### src/rtl/wp_guard.sv
module wp_guard #(
  parameter int ADDR_W = 17,
  parameter int DATA_W = 8,
  parameter bit PROT_INIT = 1'b0,
  parameter logic [ADDR_W-1:0] KEY_A = 'h5555,
  parameter logic [ADDR_W-1:0] KEY_B = 'h2AAA,
  parameter logic [DATA_W-1:0] D_OPEN1 = 'hAA,
  parameter logic [DATA_W-1:0] D_OPEN2 = 'h55,
  parameter logic [DATA_W-1:0] D_EN = 'hA0,
  parameter logic [DATA_W-1:0] D_DIS1 = 'h80,
  parameter logic [DATA_W-1:0] D_DIS2 = 'h20
) (
  input  logic              clk,
  input  logic              rst_n,
  input  logic              wr_stb,
  input  logic [ADDR_W-1:0] wr_addr,
  input  logic [DATA_W-1:0] wr_data,
  input  logic              prog_start,
  output logic              wr_pass,
  output logic              prot_on,
  output logic              seq_busy
);
  localparam int LAST_STEP = 5;
  localparam int STEP_W = $clog2(LAST_STEP + 1);

  logic [STEP_W-1:0] step;
  logic              permit;
  logic              prot_q;
  logic [ADDR_W-1:0] want_addr;
  logic [DATA_W-1:0] want_data;
  logic              hit, hit_alt, restart, armed;

  always_comb begin
    want_addr = KEY_A;
    want_data = D_OPEN1;
    case (step)
      STEP_W'(1), STEP_W'(4): begin want_addr = KEY_B; want_data = D_OPEN2; end
      STEP_W'(2):             want_data = D_EN;
      STEP_W'(5):             want_data = D_DIS2;
      default:                ;
    endcase
  end

  assign armed   = wr_stb && !permit;
  assign hit_alt = (step == STEP_W'(2)) && (wr_addr == KEY_A) && (wr_data == D_DIS1);
  assign hit     = armed && (((wr_addr == want_addr) && (wr_data == want_data)) || hit_alt);
  assign restart = armed && !hit && (wr_addr == KEY_A) && (wr_data == D_OPEN1);

  assign wr_pass  = wr_stb && (permit || (!hit && !restart && !prot_q));
  assign prot_on  = prot_q;
  assign seq_busy = (step != '0);

  always_ff @(posedge clk) begin
    if (!rst_n) begin
      step   <= '0;
      permit <= 1'b0;
      prot_q <= PROT_INIT;
    end else begin
      if (prog_start) permit <= 1'b0;
      if (hit) begin
        if (step == STEP_W'(2) && !hit_alt) begin
          prot_q <= 1'b1;
          permit <= 1'b1;
          step   <= '0;
        end else if (step == STEP_W'(LAST_STEP)) begin
          prot_q <= 1'b0;
          step   <= '0;
        end else begin
          step <= step + STEP_W'(1);
        end
      end else if (restart) begin
        step <= STEP_W'(1);
      end else if (armed) begin
        step <= '0;
      end
    end
  end
endmodule

### config.mk
export PLATFORM = sky130hd
export DESIGN_NAME = wp_guard
export DESIGN_NICKNAME = d
export VERILOG_FILES = /design/src/rtl/wp_guard.sv
export SDC_FILE = /design/constraint.sdc
export NUM_CORES = 1
export LEC_CHECK = 0
export ABC_AREA = 1
export BUFFER_PORTS_ARGS = -buffer_cell sky130_fd_sc_hd__buf_2
export CORE_ASPECT_RATIO = 1.1
export CORE_MARGIN = 2
export CORE_UTILIZATION = 44
export CTS_CLUSTER_DIAMETER = 30
export DETAILED_ROUTE_END_ITERATION = 7
export PLACE_DENSITY = 0.77
export SLEW_MARGIN = 10
export SYNTH_ARGS = -nofsm -noshare
export SYNTH_HDL_FRONTEND = slang
export SYNTH_SLANG_ARGS = --single-unit
### constraint.sdc
create_clock -name clk -period 1.7 [get_ports clk]
set_input_delay 0.34 -clock clk [delete_from_list [all_inputs] [get_ports clk]]
set_output_delay 0.34 -clock clk [all_outputs]
set_load 0.05 [all_outputs]
==> flow_summary.ini <==
[grt]
use_met1_pct = 22.33
busiest_layer = met2
grt_util_met3_pct = 3.015
grt_pass1_vias = 790
overflow = 0
use_met2_pct = 40.95
grt_pass1_wl_um = 2746
antenna_found_initial = 0
grt_use_total_pct = 22.08
grt_max_degree = 8

[sta]
grt_setup_unrepaired = true
hold_viol = 0
setup_viol = 1
fin_ws_ns = -0.4277
hold_ws_ns = 0.3463
tightest_slew_ns = 0.2702
final.min_clock_period_ns = 2.128
drv_slew = 0
max_freq_mhz = 470.0
timing.slew.headroom_pct = 81.95
clock_skew_ns = 0.002375
fin_crit_sh_pct = 125.2

[layout]
fillers = 124
mostFrequentLayoutCells = buf_2, nand2_1, nor2_1, inv_1, buf_4
multi_input_area_um2 = 510.5
drive_gt1_share_pct = 46.51
seqCellArea_um2 = 103.9
layout_commonest_cell = buf_2
antennaDiodeCount = 0
final_nets = 202
final_util_pct = 74.91
finalNonFillerCells = 188
syn_to_final_growth_pct = 59.77

[worst_setup_path]
rrSetupSlack_ns = 0.08
crit_slowest_cell = dfxtp_2
crit_type = reg2out
slowest_delay_ns = 0.34
cpMostUsedCell = nand2_2
path_cells = buf_6 > nand2_2 > nand2_2 > nand2_2 > nand2_1 > nand2_1 > nand2_1 > nand2_1 > nor2_1 > nand2_2 > nand3_2 > nand2_2 > a21oi_4 > buf_6
crit_fanout = 7
cp.required_ns = 1.36
rr_worst_depth = 15
start_kind = flip-flop
endpoint_kind = primary output
critPathArrivalTime_ns = 1.79

[synthesis]
ys_ff_latch = 5
netlist_instances = 123
postSynthAreaPerCell_um2 = 5.208
yosysSeqAreaShare_pct = 15.63
synth_top_cell_by_area = nand2_1
synth_nets = 152
synth_area_um2 = 640.6
ys_top_cells_by_area = nand2_1, dfxtp_1, nor2_1
synth_warnings = 0
yosys.cell_types.count = 21
yosysTopAreaCellShare_pct = 18.75

[floorplanning]
die_y_um = 44.02
io_pins = 32
die_w_um = 40.38
start_util_pct = 46.89
dieArea_um2 = 1778
core_um2 = 1366
fp-row-count = 14

[clocking]
clk_latency_ns = 0.24
h-tree-depth = 1
clkSinkCount = 5
cts_tree = yes
clockBufferDepth = 2
ctsHoldBuffers = 0
numCtsBuffers = 3
cts_root_buffer = clkbuf_4
path_clk_slew_ns = 0.04

[placement]
placed_cells = 181
routabilityCongestion = 0.7853
hpwl_um = 1425
dp_slack_ns = -0.3538
io_buffers = 31

[min_path]
hold_class = in2reg
whs_path_depth = 3

[power]
peakVddDrop_uv = 373.7
pwr_density_cell_nw_per_um2 = 374.8
total_leakage_power_nw = 0.5425

[outcome]
violations = negative setup slack
status = finished, violations left

[route]
drt-wirelength-per-cell_um = 9.723
drtIter0Drc = 8
drt_wl_total_um = 1828
drtPass1Iterations = 4
ant_nets = 0
vias = 921
viasPerCell = 4.899
route.detailed.drc = 0

[flow_run]
maxCapViolations = 0
==> power breakdown <==
part	internal [mW]	leakage [nW]	switching (mW)	total (mW)
logic	0.0603	0.486	0.0662	0.127
registers	0.119	0.0418	0.00119	0.120
clock network	0.0887	0.0150	0.0480	0.137
total	0.268	0.543	0.115	0.384
==> cell usage after synthesis, drive strengths merged <==
cell     n
clkinv   1
inv     20
nor3b    1
buf      1
and3     1
dfxtp    5
a21oi    8
nand3   16
nand2   37
nor2    20
or2      3
nor3     1
o21ai    4
nand4    5
==> worst paths after layout <==
path,start,end
worst max-delay path,step[0],wr_pass
worst min-delay path,rst_n,step[0]
worst max register to register,step[0],step[0]
worst min register to register,prot_on,prot_on
==> logic make-up after synthesis <==
| group | synth area share (%) |
|---|---|
| simple gates | 60.94 |
| flops | 15.63 |
| compound gates | 9.959 |
| buf+inv | 13.48 |
==> worst max-delay path, delay by kind of cell, from the launching register on <==
kind | cells | cell delay, ns
buf+inv | 2 | 0.31
simple gates | 11 | 0.76
compound gates | 1 | 0.12
flops | 1 | 0.34
==> layer usage <==
layer  routed length [um]  vias to the layer above
met4                   14                        0
met3                   83                        2
met5                    0                        -
met2                  979                       26
li1                     -                      489
met1                  751                      404
==> cell type report <==
| class | instances | share of cell area [%] |
|---|---|---|
| Clock buffer | 4 | 2.567 |
| Inverter | 21 | 7.946 |
| Multi-Input combinational cell | 96 | 49.88 |
| Sequential cell | 5 | 10.15 |
| Tap cell | 16 | 1.956 |
| Timing Repair Buffer | 46 | 27.51 |
==> sequential cells by signal, summed over array words and instances, names as in the netlist <==
signal,cells
step,3
permit,1
prot_on,1
==> per-stage QoR <==
stage          instance area (um2)  TNS, ns  power [mW]
2_1_floorplan                674.4  -0.1463      0.1821
3_5_place_dp                 928.4  -0.3953      0.2372
3_3_place_gp                 928.4  -0.3092      0.2335
4_1_cts                      985.9  -0.4061      0.3834
5_1_grt                       1023  -0.6337      0.4036
6_report                      1023  -0.4277      0.3836
==> what timing repair did <==
item | 4_1_cts | 5_1_grt
endpoints found under the hold margin | 0 | 0
cloned | 0 | 0
pin swaps | 5 | 3
buffers inserted | 1 | 2
endpoints found under the setup margin | 1 | 4
resized for setup | 8 | 6
No activity file was read; power rests on OpenSTA's default activity.
